**src/rtl/mtr_pkg.sv**
```systemverilog
package mtr_pkg;

    localparam int TYPE_W     = 8;
    localparam int CTRL_W     = 12;
    localparam int CTL_FIX_EN = 10;
    localparam int CTL_VAR_EN = 11;
    localparam int MASK_VLD   = 11;
    localparam int PAGE_LSB   = 12;
    localparam int FIX_NUM    = 88;
    localparam int FIX_IDX_W  = $clog2(FIX_NUM);
    localparam int LOW_MEM_LSB = 20;

    typedef logic [TYPE_W-1:0] mem_type_t;

    localparam mem_type_t MT_UC   = 8'h00;
    localparam mem_type_t MT_WC   = 8'h01;
    localparam mem_type_t MT_WT   = 8'h04;
    localparam mem_type_t MT_WP   = 8'h05;
    localparam mem_type_t MT_WB   = 8'h06;
    localparam mem_type_t MT_NONE = 8'hFF;

    typedef struct packed {
        logic      var_en;
        logic      fix_en;
        mem_type_t dflt;
    } lookup_ctrl_t;

    typedef struct packed {
        logic      seen;
        mem_type_t ty;
    } merge_acc_t;

    function automatic lookup_ctrl_t decode_ctrl(input logic [CTRL_W-1:0] c);
        lookup_ctrl_t r;
        r.var_en = c[CTL_VAR_EN];
        r.fix_en = c[CTL_FIX_EN];
        r.dflt   = c[TYPE_W-1:0];
        return r;
    endfunction

    // Precedence between two overlapping hits.
    function automatic mem_type_t merge_pair(input mem_type_t a, input mem_type_t b);
        if (a == MT_UC || b == MT_UC)
            return MT_UC;
        if ((a == MT_WB && b == MT_WT) || (a == MT_WT && b == MT_WB))
            return MT_WT;
        if (a == b)
            return a;
        return MT_UC;
    endfunction

    // Entry number inside the sub-megabyte table, from the low 20 address bits.
    function automatic logic [FIX_IDX_W-1:0] fix_index(input logic [19:0] a);
        logic [FIX_IDX_W-1:0] idx;
        if (!a[19])
            idx = FIX_IDX_W'(a[18:16]);
        else if (!a[18])
            idx = FIX_IDX_W'(8) + FIX_IDX_W'(a[17:14]);
        else
            idx = FIX_IDX_W'(24) + FIX_IDX_W'(a[17:12]);
        return idx;
    endfunction

endpackage

```
**src/rtl/mtr_fixed_sel.sv**
```systemverilog
module mtr_fixed_sel
    import mtr_pkg::*;
(
    input  logic [19:0]              addr_lo_i,
    input  logic [FIX_NUM*TYPE_W-1:0] table_i,
    output mem_type_t                type_o
);
    logic [FIX_IDX_W-1:0] idx;

    always_comb begin
        idx    = fix_index(addr_lo_i);
        type_o = table_i[int'(idx)*TYPE_W +: TYPE_W];
    end
endmodule

```
**src/rtl/mtr_var_match.sv**
```systemverilog
module mtr_var_match
    import mtr_pkg::*;
#(
    parameter int ADDR_W  = 36,
    parameter int NUM_VAR = 8
) (
    input  logic [ADDR_W-1:0]              addr_i,
    input  logic [NUM_VAR*ADDR_W-1:0]      base_i,
    input  logic [NUM_VAR*ADDR_W-1:0]      mask_i,
    output logic [NUM_VAR-1:0]             hit_o,
    output logic [NUM_VAR-1:0][TYPE_W-1:0] type_o
);
    localparam int CMP_W = ADDR_W - PAGE_LSB;

    for (genvar g = 0; g < NUM_VAR; g++) begin : g_rng
        logic [ADDR_W-1:0] base_w;
        logic [ADDR_W-1:0] mask_w;
        logic [CMP_W-1:0]  cmp_mask;

        assign base_w    = base_i[g*ADDR_W +: ADDR_W];
        assign mask_w    = mask_i[g*ADDR_W +: ADDR_W];
        assign cmp_mask  = mask_w[ADDR_W-1:PAGE_LSB];
        assign hit_o[g]  = mask_w[MASK_VLD] &&
                           ((addr_i[ADDR_W-1:PAGE_LSB] & cmp_mask) ==
                            (base_w[ADDR_W-1:PAGE_LSB] & cmp_mask));
        assign type_o[g] = base_w[TYPE_W-1:0];
    end
endmodule

```
**src/rtl/mtr_merge.sv**
```systemverilog
module mtr_merge
    import mtr_pkg::*;
#(
    parameter int NUM_VAR = 8
) (
    input  logic [NUM_VAR-1:0]             hit_i,
    input  logic [NUM_VAR-1:0][TYPE_W-1:0] type_i,
    output logic                           any_o,
    output mem_type_t                      type_o
);
    merge_acc_t acc;

    always_comb begin
        acc = '{seen: 1'b0, ty: MT_UC};
        for (int i = 0; i < NUM_VAR; i++) begin
            if (hit_i[i]) begin
                if (!acc.seen)
                    acc = '{seen: 1'b1, ty: type_i[i]};
                else
                    acc = '{seen: 1'b1, ty: merge_pair(acc.ty, type_i[i])};
            end
        end
        any_o  = acc.seen;
        type_o = acc.ty;
    end
endmodule

```
**src/rtl/mem_type_resolver.sv**
```systemverilog
module mem_type_resolver
    import mtr_pkg::*;
#(
    parameter int ADDR_W  = 36,
    parameter int NUM_VAR = 8
) (
    input  logic                          clk,
    input  logic                          rst,
    input  logic                          req_i,
    input  logic [ADDR_W-1:0]             addr_i,
    input  logic [CTRL_W-1:0]             ctrl_i,
    input  logic [FIX_NUM*TYPE_W-1:0]     fixed_types_i,
    input  logic [NUM_VAR*ADDR_W-1:0]     var_base_i,
    input  logic [NUM_VAR*ADDR_W-1:0]     var_mask_i,
    output logic                          rsp_valid_o,
    output logic [TYPE_W-1:0]             rsp_type_o
);
    localparam int HI_W = ADDR_W - LOW_MEM_LSB;

    lookup_ctrl_t                   ctl;
    mem_type_t                      fix_type;
    logic [NUM_VAR-1:0]             hits;
    logic [NUM_VAR-1:0][TYPE_W-1:0] hit_types;
    logic                           any_hit;
    mem_type_t                      var_type;
    mem_type_t                      resolved;
    logic                           in_low_mb;

    assign ctl       = decode_ctrl(ctrl_i);
    assign in_low_mb = (addr_i[ADDR_W-1:LOW_MEM_LSB] == HI_W'(0));

    mtr_fixed_sel u_fixed (
        .addr_lo_i (addr_i[LOW_MEM_LSB-1:0]),
        .table_i   (fixed_types_i),
        .type_o    (fix_type)
    );

    mtr_var_match #(.ADDR_W(ADDR_W), .NUM_VAR(NUM_VAR)) u_match (
        .addr_i (addr_i),
        .base_i (var_base_i),
        .mask_i (var_mask_i),
        .hit_o  (hits),
        .type_o (hit_types)
    );

    mtr_merge #(.NUM_VAR(NUM_VAR)) u_merge (
        .hit_i  (hits),
        .type_i (hit_types),
        .any_o  (any_hit),
        .type_o (var_type)
    );

    always_comb begin
        if (!ctl.var_en && !ctl.fix_en)
            resolved = MT_NONE;
        else if (ctl.fix_en && in_low_mb)
            resolved = fix_type;
        else if (!ctl.var_en)
            resolved = ctl.dflt;
        else if (any_hit)
            resolved = var_type;
        else
            resolved = ctl.dflt;
    end

    always_ff @(posedge clk) begin
        if (rst) begin
            rsp_valid_o <= 1'b0;
            rsp_type_o  <= MT_NONE;
        end else begin
            rsp_valid_o <= req_i;
            if (req_i)
                rsp_type_o <= resolved;
        end
    end
endmodule

```
**config.mk**
```make
export PLATFORM = sky130hd
export DESIGN_NAME = mem_type_resolver
export DESIGN_NICKNAME = d
export VERILOG_FILES = /design/src/rtl/mtr_pkg.sv /design/src/rtl/mtr_fixed_sel.sv /design/src/rtl/mtr_var_match.sv /design/src/rtl/mtr_merge.sv /design/src/rtl/mem_type_resolver.sv
export SDC_FILE = /design/constraint.sdc
export NUM_CORES = 1
export LEC_CHECK = 0
export ABC_AREA = 1
export ABC_CLOCK_PERIOD_IN_PS = 16400
export BUFFER_PORTS_ARGS = -buffer_cell sky130_fd_sc_hd__clkbuf_2
export CAP_MARGIN = 20
export CORE_AREA = 5 5 517 519
export DETAILED_ROUTE_END_ITERATION = 16
export DIE_AREA = 0 0 522 524
export HOLD_SLACK_MARGIN = 0.02
export PLACE_DENSITY = 0.3
export SLEW_MARGIN = 20
export SYNTH_ARGS = -nofsm -noshare
export SYNTH_HDL_FRONTEND = slang
export SYNTH_SLANG_ARGS = --single-unit
```
**constraint.sdc**
```tcl
create_clock -name clk -period 16.4 [get_ports clk]
set_input_delay 0.82 -clock clk [delete_from_list [all_inputs] [get_ports clk]]
set_output_delay 0.82 -clock clk [all_outputs]
set_load 0.03 [all_outputs]
```
==> run metrics <==
drt wl/cell=27.4 um; Area growth syn-to-layout=58.2%; Rows=188; DRC=0; first-pass GRT wire length=293000 um; vias in the first global route=30900; fmax=98.7 MHz; Post-synth EDFFs=0; Resized Gates After CTS=0; vias per inst=3.78; Die X=522 um; post-synth top area share=0.191; GR Overflow Total=0; GPL Wtd Cong=1.03; worst hold start=rsp_type_o[5]; Crit-path slowest cell=nor2_1; Yosys warning count=0; # setup viols final=0; most frequent cell after synthesis=nand2_1; power per cell area=29.5 nW/um2; chip height=524 um; area of the multi-input gates=15300 um2; clock sinks=9; Netlist cell types=62; H-tree levels=1; crit start category=input pin; reg2reg start=rsp_type_o[1]; Synth async-reset ratio=0; Avg Inst Size Synth=4.84 um2; final wirelength=228000 um; crit path DAT=10.31 ns; r2r setup slk=15.75 ns; Max-Cap Viols=0; Post-CTS Setup Bufs=0; Worst Path Buf+Inv=4; final critical-path share of the clock period=0.618; FF-to-FF path depth=2; synthesis-stage register bit count=9; share of layout cells above drive strength 1=0.304; antenna violations before repair=132; Max Slew Vio Count=0; CP Class=input pin to register; syn_nets=5018; top_reg_cell synth=dfxtp_1; vias=31400; Reg area=180 um2; root buffer cell=clkbuf_16; First-pass DRT Iterations=6; final setup TNS=0 ns; clk_lat worst skew=0.24 ns; crit path max fanout=14; endpoints failing hold=0; worst slew pin tran=1.12 ns; Fill cells=31500; Core Region=262000 um2; Final Instance Area=28200 um2; Port-buffer cells=1205; Clock transition at path regs=0.04 ns; WHS Endpoint=rsp_type_o[5]; critical path's most frequent cell=nand2_1; Min-Delay Path Class=register to register; top cells by count, synth=nand2_1 (905), nor2_1 (506), inv_1 (410), nand3_1 (383), o21ai_0 (305); dpl hpwl=202000 um; power consumption=0.831 mW; Seq/Total Area, Yosys=0.0101; Clock Path Buffers=2; antenna-violating nets left=0; leakage=13.8 nW; max incr delay on CP=0.56 ns; Worst R2R End=rsp_type_o[1]; Die Area=274000 um2; Starting Density=0.0681; RSZ-0062 raised after global routing=false; CTS tree=built; layout net count=6089; peak supply drop=0.0000204 V; CTS buffer count=3; I/O pin count=1340; Initial DRC Count=2702; Top delay family on crit path=simple AND/OR/NAND/NOR gates; outcome=finished, final reports clean; Final Skew=0 ns; largest net degree at the start of global routing=92; WP data required=16.58 ns; WHS Path Cells=2; Synth area leader=nand2_1; Mapped Area=17800 um2; # hold bufs at CTS=0; top post-synthesis cells by area=nand2_1 (19%), nand3_1 (11%), nor2_1 (11%); fin crit period=10.13 ns; Fin Hold WS=0.462 ns; post-synthesis instance total=3686; total track usage=0.157; CP Capture Type=register; worst rel slew slack=0.240; Post-DP Area=28000 um2
## metrics by stage
step / setup slack (ns) / instances / utilization
after global placement: 6.01 / 8267 / 0.107
after global routing: 5.28 / 8290 / 0.108
after CTS: 6.28 / 8271 / 0.107
final: 6.27 / 8313 / 0.108
after floorplan: 9.67 / 3686 / -
after detailed placement: 6.05 / 8267 / 0.107
## metal layers
layer	vias up	global-route usage	share of wire
met5	-	0	0.0014
met4	50	0.0421	0.034
met3	262	0.0386	0.082
met2	1614	0.287	0.50
met1	14800	0.181	0.39
li1	14700	-	-
## final cells by class
| cell class | count | share of cell area |
|---|---|---|
| Inverter | 437 | 0.0591 |
| Tap cell | 3515 | 0.156 |
| Clock buffer | 4 | 0.00280 |
| Sequential cell | 9 | 0.00639 |
| Antenna cell | 42 | 0.00373 |
| Multi-Input combinational cell | 3036 | 0.541 |
| Timing Repair Buffer | 1270 | 0.231 |
## logic make-up (layout without fill, tap and decap cells)
logic type / after synthesis / count (layout) / synth area share
other: 0 / 42 / 0
flip-flops: 9 / 9 / 0.0101
multiplexers: 1 / 1 / 0.000562
XOR/XNOR: 31 / 31 / 0.0152
AND/OR/NAND/NOR: 2132 / 2132 / 0.533
buffers and inverters: 641 / 1711 / 0.143
adder cells (fa/ha/maj): 1 / 1 / 0.000702
AO/OA/AOI/OAI: 871 / 871 / 0.297
## worst register-to-register path: cells and delay by family, from the launching register on
kind             cells  cell delay [ns]
AO/OA/AOI/OAI        1             0.15
flip-flops           1             0.33
AND/OR/NAND/NOR      1             0.06
## power by group
part / internal, mW / switching, mW / total [mW]
Sequential: 0.0235 / 0.000829 / 0.0243
Clock: 0.0327 / 0.0124 / 0.0450
Combinational: 0.249 / 0.513 / 0.762
Total: 0.305 / 0.526 / 0.831
## worst max-delay path by stage
stage / start / endpoint / slack [ns] / cells past startpoint
final: addr_i[15] / rsp_type_o[2] / 6.27 / 66
after global placement: addr_i[15] / rsp_type_o[1] / 6.01 / 68
after global routing: addr_i[15] / rsp_type_o[1] / 5.28 / 68
after detailed placement: addr_i[15] / rsp_type_o[1] / 6.05 / 66
after CTS: addr_i[15] / rsp_type_o[1] / 6.28 / 66
after floorplan: addr_i[19] / rsp_type_o[5] / 9.67 / 73
## sequential cells by signal (all words and copies together), names as in the netlist
| signal | count |
|---|---|
| rsp_type_o | 8 |
| rsp_valid_o | 1 |
## placed cells by master, fill, tap and decap left out, types with 4 or more instances in the layout
cell type  synthesis  routed
diode_2            0      42
nor3_1            47      46
nand3_1          383     383
clkbuf_2           0    1205
dfxtp_1            9       9
a31oi_1            8       8
nor2_1           506     504
a21o_1            11      11
a21oi_1          264     263
nor4_2             2       6
o211ai_1          56      56
o21ai_0          305     303
nor4_1            44      38
nand2_4            6       7
nor2_4             9      11
or2_2             18      18
o32ai_1           40      40
buf_4             14      65
a211oi_1           5       4
nand3b_1          15      15
nand2_1          905     904
o22ai_1           13      13
o311ai_0          97      88
a2111oi_0          4       4
o21bai_1          17      17
xor2_1            31      31
inv_1            410     408
a21boi_0           7       7
nor2_2            17      17
nand2_2           53      53
inv_2             19      20
a32o_1             8       8
o311ai_2           0       5
o311ai_1           0       4
nand4_1          102     102
o21a_1            24      23
nand3_2           12      12
Power figures use the tool's default switching activity.
